--- src/rtl/prio_vic_pkg.sv ---
package prio_vic_pkg;
  localparam int SEL_MASTER = 0;
  localparam int SEL_ENABLE = 1;
  localparam int SEL_LVL0   = 2;
  localparam int VEC_W      = 16;
  typedef logic [VEC_W-1:0] vec_t;
endpackage

--- src/rtl/prio_vic_regs.sv ---
module prio_vic_regs
  import prio_vic_pkg::*;
#(
  parameter int N_MSK  = 22,
  parameter int LVL_W  = 2,
  parameter int DATA_W = 32,
  parameter int SEL_W  = 3
) (
  input  logic                   clk_i,
  input  logic                   rst_ni,
  input  logic                   wr_en_i,
  input  logic [SEL_W-1:0]       wr_sel_i,
  input  logic [DATA_W-1:0]      wr_data_i,
  output logic [N_MSK-1:0]       en_o,
  output logic [N_MSK*LVL_W-1:0] lvl_o,
  output logic                   reloc_o,
  output logic                   wdt_sel_o
);
  localparam int PER_WORD  = DATA_W / LVL_W;
  localparam int LVL_WORDS = (N_MSK + PER_WORD - 1) / PER_WORD;
  localparam int SEL_CTRL  = SEL_LVL0 + LVL_WORDS;

  logic [N_MSK-1:0] en_q;
  logic [LVL_W-1:0] lvl_q [N_MSK];
  logic             reloc_q, wdt_sel_q;

  always_ff @(posedge clk_i or negedge rst_ni) begin
    if (!rst_ni) begin
      en_q      <= '0;
      reloc_q   <= 1'b0;
      wdt_sel_q <= 1'b1;
    end else if (wr_en_i) begin
      if (wr_sel_i == SEL_W'(SEL_ENABLE)) en_q <= wr_data_i[N_MSK-1:0];
      if (wr_sel_i == SEL_W'(SEL_CTRL)) begin
        reloc_q   <= wr_data_i[0];
        wdt_sel_q <= wr_data_i[1];
      end
    end
  end

  for (genvar k = 0; k < N_MSK; k++) begin : g_lvl
    localparam int WORD = k / PER_WORD;
    localparam int POS  = (k % PER_WORD) * LVL_W;
    always_ff @(posedge clk_i or negedge rst_ni) begin
      if (!rst_ni) lvl_q[k] <= '0;
      else if (wr_en_i && wr_sel_i == SEL_W'(SEL_LVL0 + WORD))
        lvl_q[k] <= wr_data_i[POS +: LVL_W];
    end
    assign lvl_o[k*LVL_W +: LVL_W] = lvl_q[k];
  end

  assign en_o      = en_q;
  assign reloc_o   = reloc_q;
  assign wdt_sel_o = wdt_sel_q;
endmodule

--- src/rtl/prio_vic_latch.sv ---
module prio_vic_latch #(
  parameter int N_SRC   = 25,
  parameter int WDT_IDX = 2
) (
  input  logic             clk_i,
  input  logic             rst_ni,
  input  logic [N_SRC-1:0] irq_i,
  input  logic             wdt_sel_i,
  input  logic [N_SRC-1:0] clr_i,
  output logic [N_SRC-1:0] lat_o
);
  logic [N_SRC-1:0] set, lat_q;

  always_comb begin
    set = irq_i;
    // watchdog routed to reset does not pend
    if (wdt_sel_i) set[WDT_IDX] = 1'b0;
  end

  always_ff @(posedge clk_i or negedge rst_ni) begin
    if (!rst_ni) lat_q <= '0;
    else         lat_q <= (lat_q & ~clr_i) | set;
  end

  assign lat_o = lat_q;
endmodule

--- src/rtl/prio_vic_arb.sv ---
module prio_vic_arb #(
  parameter int N_NMI  = 3,
  parameter int N_MSK  = 22,
  parameter int LVL_W  = 2,
  parameter int SRC_W  = 5,
  parameter int CEIL_W = 3
) (
  input  logic [N_NMI+N_MSK-1:0] lat_i,
  input  logic [N_MSK-1:0]       en_i,
  input  logic [N_MSK*LVL_W-1:0] lvl_i,
  input  logic                   imf_i,
  input  logic [CEIL_W-1:0]      ceil_i,
  input  logic                   full_i,
  output logic                   req_o,
  output logic [SRC_W-1:0]       src_o,
  output logic [CEIL_W-1:0]      ceil_o
);
  localparam int CEIL_NMI = (1 << LVL_W) + 1;

  logic [N_MSK-1:0] elig;
  logic             m_found, n_found;
  logic [LVL_W-1:0] best;

  for (genvar k = 0; k < N_MSK; k++) begin : g_elig
    assign elig[k] = lat_i[N_NMI+k] & en_i[k] & imf_i &
                     ((CEIL_W'(lvl_i[k*LVL_W +: LVL_W]) + CEIL_W'(1)) > ceil_i);
  end

  always_comb begin
    m_found = 1'b0;
    n_found = 1'b0;
    best    = '0;
    src_o   = '0;
    ceil_o  = '0;
    // descending scan with >= keeps the lowest index on equal level
    for (int k = N_MSK - 1; k >= 0; k--) begin
      if (elig[k] && (!m_found || lvl_i[k*LVL_W +: LVL_W] >= best)) begin
        m_found = 1'b1;
        best    = lvl_i[k*LVL_W +: LVL_W];
        src_o   = SRC_W'(N_NMI + k);
        ceil_o  = CEIL_W'(lvl_i[k*LVL_W +: LVL_W]) + CEIL_W'(1);
      end
    end
    for (int i = N_NMI - 1; i >= 0; i--) begin
      if (lat_i[i]) begin
        n_found = 1'b1;
        src_o   = SRC_W'(i);
        ceil_o  = CEIL_W'(CEIL_NMI);
      end
    end
    req_o = (m_found | n_found) & ~full_i;
  end
endmodule

--- src/rtl/prio_vic_nest.sv ---
module prio_vic_nest #(
  parameter int CEIL_W     = 3,
  parameter int NEST_DEPTH = 4,
  parameter int DEP_W      = 3
) (
  input  logic              clk_i,
  input  logic              rst_ni,
  input  logic              take_i,
  input  logic [CEIL_W-1:0] win_ceil_i,
  input  logic              reti_i,
  input  logic              imf_we_i,
  input  logic              imf_wd_i,
  output logic              imf_o,
  output logic [CEIL_W-1:0] ceil_o,
  output logic [DEP_W-1:0]  depth_o,
  output logic              full_o
);
  logic [CEIL_W:0]     stk_q [NEST_DEPTH];
  logic                imf_q;
  logic [CEIL_W-1:0]   ceil_q;
  logic [DEP_W-1:0]    depth_q, top_idx;
  logic                pop;

  assign top_idx = depth_q - DEP_W'(1);
  assign pop     = reti_i && !take_i && depth_q != '0;

  always_ff @(posedge clk_i or negedge rst_ni) begin
    if (!rst_ni) begin
      imf_q   <= 1'b0;
      ceil_q  <= '0;
      depth_q <= '0;
      for (int i = 0; i < NEST_DEPTH; i++) stk_q[i] <= '0;
    end else if (take_i) begin
      stk_q[depth_q] <= {imf_q, ceil_q};
      depth_q        <= depth_q + DEP_W'(1);
      imf_q          <= 1'b0;
      ceil_q         <= win_ceil_i;
    end else if (pop) begin
      {imf_q, ceil_q} <= stk_q[top_idx];
      depth_q         <= top_idx;
    end else if (imf_we_i) begin
      imf_q <= imf_wd_i;
    end
  end

  assign imf_o   = imf_q;
  assign ceil_o  = ceil_q;
  assign depth_o = depth_q;
  assign full_o  = depth_q == DEP_W'(NEST_DEPTH);
endmodule

--- src/rtl/prio_vic.sv ---
module prio_vic
  import prio_vic_pkg::*;
#(
  parameter int          N_NMI      = 3,
  parameter int          N_MSK      = 22,
  parameter int          LVL_W      = 2,
  parameter int          NEST_DEPTH = 4,
  parameter int          DATA_W     = 32,
  parameter int          SEL_W      = 3,
  parameter logic [15:0] VEC_TOP    = 16'hFFFE,
  parameter logic [7:0]  RAM_PAGE   = 8'h01
) (
  input  logic                                  clk_i,
  input  logic                                  rst_ni,
  input  logic [N_NMI+N_MSK-1:0]                irq_i,
  input  logic                                  wr_en_i,
  input  logic [SEL_W-1:0]                      wr_sel_i,
  input  logic [DATA_W-1:0]                     wr_data_i,
  input  logic                                  ack_i,
  input  logic                                  reti_i,
  output logic                                  irq_req_o,
  output logic [$clog2(N_NMI+N_MSK)-1:0]        irq_src_o,
  output logic [15:0]                           irq_vec_o,
  output logic                                  wdt_reset_o
);
  localparam int N_SRC    = N_NMI + N_MSK;
  localparam int SRC_W    = $clog2(N_SRC);
  localparam int WDT_IDX  = N_NMI - 1;
  localparam int CEIL_NMI = (1 << LVL_W) + 1;
  localparam int CEIL_W   = $clog2(CEIL_NMI + 1);
  localparam int DEP_W    = $clog2(NEST_DEPTH + 1);

  logic [N_MSK-1:0]       en;
  logic [N_MSK*LVL_W-1:0] lvl;
  logic                   reloc, wdt_sel;
  logic [N_SRC-1:0]       lat_q, clr;
  logic                   imf_q, full, take, req;
  logic [CEIL_W-1:0]      ceil_q, win_ceil;
  logic [DEP_W-1:0]       depth_q;
  logic [SRC_W-1:0]       src;
  vec_t                   vec_raw;
  int                     vec_off;

  prio_vic_regs #(.N_MSK(N_MSK), .LVL_W(LVL_W), .DATA_W(DATA_W), .SEL_W(SEL_W)) u_regs (
    .clk_i, .rst_ni, .wr_en_i, .wr_sel_i, .wr_data_i,
    .en_o(en), .lvl_o(lvl), .reloc_o(reloc), .wdt_sel_o(wdt_sel)
  );

  prio_vic_latch #(.N_SRC(N_SRC), .WDT_IDX(WDT_IDX)) u_latch (
    .clk_i, .rst_ni, .irq_i, .wdt_sel_i(wdt_sel), .clr_i(clr), .lat_o(lat_q)
  );

  prio_vic_arb #(.N_NMI(N_NMI), .N_MSK(N_MSK), .LVL_W(LVL_W), .SRC_W(SRC_W),
                 .CEIL_W(CEIL_W)) u_arb (
    .lat_i(lat_q), .en_i(en), .lvl_i(lvl), .imf_i(imf_q), .ceil_i(ceil_q),
    .full_i(full), .req_o(req), .src_o(src), .ceil_o(win_ceil)
  );

  prio_vic_nest #(.CEIL_W(CEIL_W), .NEST_DEPTH(NEST_DEPTH), .DEP_W(DEP_W)) u_nest (
    .clk_i, .rst_ni, .take_i(take), .win_ceil_i(win_ceil), .reti_i,
    .imf_we_i(wr_en_i && wr_sel_i == SEL_W'(SEL_MASTER)), .imf_wd_i(wr_data_i[0]),
    .imf_o(imf_q), .ceil_o(ceil_q), .depth_o(depth_q), .full_o(full)
  );

  assign take = ack_i & req;
  assign clr  = take ? (N_SRC'(1) << src) : '0;

  always_comb begin
    if (int'(src) < N_NMI) vec_off = (int'(src) == WDT_IDX) ? 6 : 2;
    else                   vec_off = 8 + 2 * (int'(src) - N_NMI);
    vec_raw = VEC_TOP - 16'(vec_off);
  end

  assign irq_vec_o   = reloc ? {RAM_PAGE, vec_raw[7:0]} : vec_raw;
  assign irq_req_o   = req;
  assign irq_src_o   = src;
  assign wdt_reset_o = wdt_sel & irq_i[WDT_IDX];
endmodule

--- config.mk ---
export PLATFORM = sky130hd
export DESIGN_NAME = prio_vic
export DESIGN_NICKNAME = d
export VERILOG_FILES = /design/src/rtl/prio_vic_pkg.sv /design/src/rtl/prio_vic_regs.sv /design/src/rtl/prio_vic_latch.sv /design/src/rtl/prio_vic_arb.sv /design/src/rtl/prio_vic_nest.sv /design/src/rtl/prio_vic.sv
export SDC_FILE = /design/constraint.sdc
export NUM_CORES = 1
export LEC_CHECK = 0
export ABC_CLOCK_PERIOD_IN_PS = 38600
export BUFFER_PORTS_ARGS = -buffer_cell sky130_fd_sc_hd__buf_4
export CAP_MARGIN = 10
export CORE_AREA = 2 2 117 148
export DETAILED_ROUTE_END_ITERATION = 7
export DIE_AREA = 0 0 119 150
export GPL_TIMING_DRIVEN = 0
export PLACE_DENSITY_LB_ADDON = 0.1
export SLEW_MARGIN = 25
export SYNTH_ARGS = -nofsm -noshare
export SYNTH_HDL_FRONTEND = slang
export SYNTH_SLANG_ARGS = --single-unit
--- constraint.sdc ---
create_clock -name clk_i -period 38.6 [get_ports clk_i]
set_clock_uncertainty 0.05 [all_clocks]
set_input_delay 0 -clock clk_i [delete_from_list [all_inputs] [get_ports clk_i]]
set_output_delay 0 -clock clk_i [all_outputs]
set_load 0.1 [all_outputs]
==> run_results.csv <==
group,metric,value,unit
power_and_ir_drop,vdd.ir_drop.worst,53.2,uV
timing,min_period_over_period,0.941,
job,max_cap_violations,0,
finish,fillCellCount,1181,
timing,maxSlewHeadroom,0.379,
route,detail_route.wirelength,33.5,mm
grt,overflow,0,
clock_network,clk_latency,440,ps
yosys,ys_async_sr_fraction,1.00,
floorplanning,die_w,119,um
worst_setup_path,rrSetupSlack,3120,ps
worst_setup_path,critPathRequiredTime,38550,ps
clock_network,clock_tree.htree_level_count,4,
timing,final.setup.tns,0,ps
grt,grt_first_pass_wirelength,52.4,mm
grt,antenna_found_initial,1,
timing,period_minus_slack,36340,ps
route,vias,9774,
power_and_ir_drop,power-per-cell-area,64.0,nW/um^2
worst_setup_path,endpoint_kind,"output pin",
timing,hold_viol,1,
yosys,syn-instance-count,1099,
timing,worstMarginPinSlew,907,ps
yosys,syn-mean-instance-area,9.12,um^2
yosys,yosys.cell_types.count,95,
yosys,postSynthRegisterBits,116,
finish,layout-drive-gt1-share,0.196,
route,detail-route-antenna-nets,0,
floorplanning,design.die.area,17900,um^2
route,average_routed_wire_per_standard_cell,22.3,um
placement,placedInstanceArea,11000,um^2
worst_setup_path,start_kind,"flip-flop",
clock_network,clk_path_buf_depth,2,
finish,antenna_cells,0,
placement,post-place-cells,1406,
run_status,run_status,"finished, violations left",
placement,detailedPlacementHpwl,25.1,mm
finish,syn_to_final_growth,22.6,%
power_and_ir_drop,power,0.787,mW
worst_setup_path,reg2regPathDepth,155,
worst_setup_path,critPathSlowestCell,"dfrtp_2",
timing,timing_max_transition_violations_final,0,
worst_setup_path,kind_of_critical_path,"reg2out",
floorplanning,dieHeight,150,um
worst_setup_path,timing.rr.end,"u_latch.lat_o[7]",
timing,grt_setup_unrepaired,"false",
grt,pin_count_of_the_biggest_net_entering_global_routing,74,
yosys,yosysSeqAreaShare,0.290,
route,drt_iter0_markers,846,
worst_setup_path,timing.critical_path.arrival,36290,ps
grt,grt_usage,0.385,
route,drtPass1Iterations,6,
worst_setup_path,critical_path.max_stage_delay,900,ps
yosys,number_of_flops_mapped_to_enable_cells_by_yosys,0,
timing,fin_worst_hold_slack,-2.47,ps
clock_network,post-cts-setup-buffers,0,
placement,place.gp.congestion,0.953,
yosys,yosys_warnings,0,
floorplanning,floorplan.rows,53,
timing,worst_slack,2260,ps
worst_setup_path,r2r_start,"u_nest.ceil_o[0]",
floorplanning,floorplan.initialDensity,0.607,
worst_setup_path,cp_max_fo,27,
run_status,violated_checks,"hold timing",
yosys,synth_nets,1294,
finish,final_core_util,0.744,
floorplanning,ioPinCount,88,
placement,port_buffers,86,
finish,fin_nets,1464,
timing,achievable-frequency,0.0275,GHz
hold_path,worstHoldPathType,"in2async",
route,post_drt_via_cell_ratio,6.51,
route,route.detailed.drc,0,
grt,vias_in_the_first_global_route,9834,
finish,layoutNonFillerInstCount,1502,
clock_network,numClockSinks,116,
finish,finish.instance_area,12300,um^2
yosys,synth_ff_type,"dfrtp_1",
floorplanning,core_region_area,16500,um^2
clock_network,root_buffer,"clkbuf_16",
power_and_ir_drop,leakage,5.47,nW
clock_network,worst_setup_hold_path_clk_slew,60,ps
placement,place_worst_setup_slack,2290,ps
worst_setup_path,path_common_cell,"ha_1",
yosys,netlist_area,10000,um^2
clock_network,tritoncts,"yes",
timing,setup_viols_final,0,
clock_network,cts-buffers-inserted,17,
## final cells by class
cell class                 instances  area, um^2  area share
sequential                       116        2910       0.236
inverter                          66         255      0.0208
buffer                            32         179      0.0146
clock buffer                      17         425      0.0346
timing repair buffer             151        1320       0.108
clock inverter                    15         193      0.0157
multi-input combinational        885        6740       0.548
tap                              220         275      0.0224
## metal layers
layer / track usage / vias to the layer above / part of all wire / routed length (um)
li1: - / 4509 / - / -
met1: 0.443 / 4743 / 0.38 / 12800
met2: 0.670 / 393 / 0.50 / 16700
met3: 0.0644 / 127 / 0.055 / 1830
met4: 0.239 / 2 / 0.066 / 2200
met5: 0 / - / 0.00036 / 12
## power breakdown
group	internal [mW]	switching [mW]	leakage, nW	total, mW
logic	0.177	0.259	3.84	0.436
registers	0.147	0.0335	1.32	0.180
clock network	0.103	0.0672	0.302	0.170
## placed cells by master, fill, tap and decap left out, types with 50 or more instances in the layout
cell type and count:
ha_1 130, nor2_1 71, nand3_1 50, nand2_1 88, o21ai_0 66, dfrtp_1 114
mux2_2 63, inv_1 63, a21oi_1 54, buf_4 94, dlygate4sd3_1 64
## Yosys cell counts (4+ instances only)
cell type | instances | area, um^2
a311oi_1 | 10 | 87.6
a211oi_1 | 9 | 67.6
o21ai_0 | 67 | 335
mux4_2 | 4 | 90.1
and2_1 | 12 | 75.1
clkbuf_1 | 13 | 48.8
inv_1 | 65 | 244
o211ai_1 | 11 | 82.6
mux2i_1 | 4 | 40.0
o211a_1 | 4 | 40.0
nand2_1 | 88 | 330
nor4b_1 | 4 | 35.0
a21oi_1 | 55 | 275
nor4_1 | 4 | 25.0
a311o_1 | 4 | 40.0
dfrtp_1 | 115 | 2880
or4_1 | 4 | 30.0
a221o_1 | 4 | 40.0
buf_2 | 5 | 25.0
o22ai_1 | 4 | 25.0
a31oi_1 | 23 | 144
nor3_1 | 20 | 100
o21a_1 | 18 | 135
a21boi_0 | 7 | 52.6
and4_1 | 7 | 61.3
o21ai_1 | 4 | 20.0
ha_1 | 130 | 1630
a22o_1 | 5 | 43.8
nand4_1 | 13 | 81.3
a21o_1 | 27 | 203
o31ai_1 | 8 | 60.1
nand3_1 | 50 | 250
and3_1 | 8 | 50.1
buf_4 | 9 | 67.6
a41oi_1 | 7 | 61.3
nand2b_1 | 26 | 163
a211o_1 | 4 | 35.0
xnor2_1 | 4 | 35.0
nor2_1 | 71 | 267
o31a_1 | 7 | 61.3
nor2b_1 | 19 | 119
mux2_2 | 63 | 709
## worst max-delay path, delay by kind of cell, from the launching register on
family	cells	cell delay, ps
buffers and inverters	6	1240
xor gates and xnor gates	1	130
AOI/OAI and AO/OA	68	15290
muxes	5	1790
and+or+nand+nor	50	8610
adders and majority gates	27	7840
DFF	1	900
## sequential cells by signal (all words and copies together), names as in the netlist
name,flops
u_regs.wdt_sel_o,1
u_nest.imf_o,1
u_nest.ceil_o,3
u_regs.en_o,22
u_nest.depth_o,3
u_regs.reloc_o,1
u_regs.lvl_o,44
u_latch.lat_o,25
u_nest.stk_q,16
## logic make-up (layout without fill, tap and decap cells)
family,Yosys count,count (layout),share of synthesized area
muxes,72,72,0.0849
adders and majority gates,132,132,0.164
other,1,1,0.000374
buffers and inverters,98,281,0.0428
and+or+nand+nor,350,350,0.182
xor gates and xnor gates,4,4,0.00350
AOI/OAI and AO/OA,326,326,0.233
DFF,116,116,0.290
## worst max path at each step
stage	from	to	cells after the start	slack, ps
floorplan	u_nest.ceil_o[2]	irq_vec_o[6]	157	5900
global placement	u_nest.ceil_o[2]	irq_vec_o[5]	159	1900
detailed placement	u_nest.ceil_o[2]	irq_vec_o[5]	158	2290
CTS	u_nest.ceil_o[2]	irq_vec_o[5]	158	1590
global route	u_nest.ceil_o[2]	irq_vec_o[5]	162	2
finish	u_nest.ceil_o[0]	irq_vec_o[5]	157	2260
## timing repair
action / 4_1_cts / 5_1_grt
setup endpoints to repair: 0 / 44
gates resized for setup: 0 / 14
hold endpoints to repair: 211 / 0
hold buffers: 64 / 0
No activity file was read; power rests on OpenSTA's default activity.
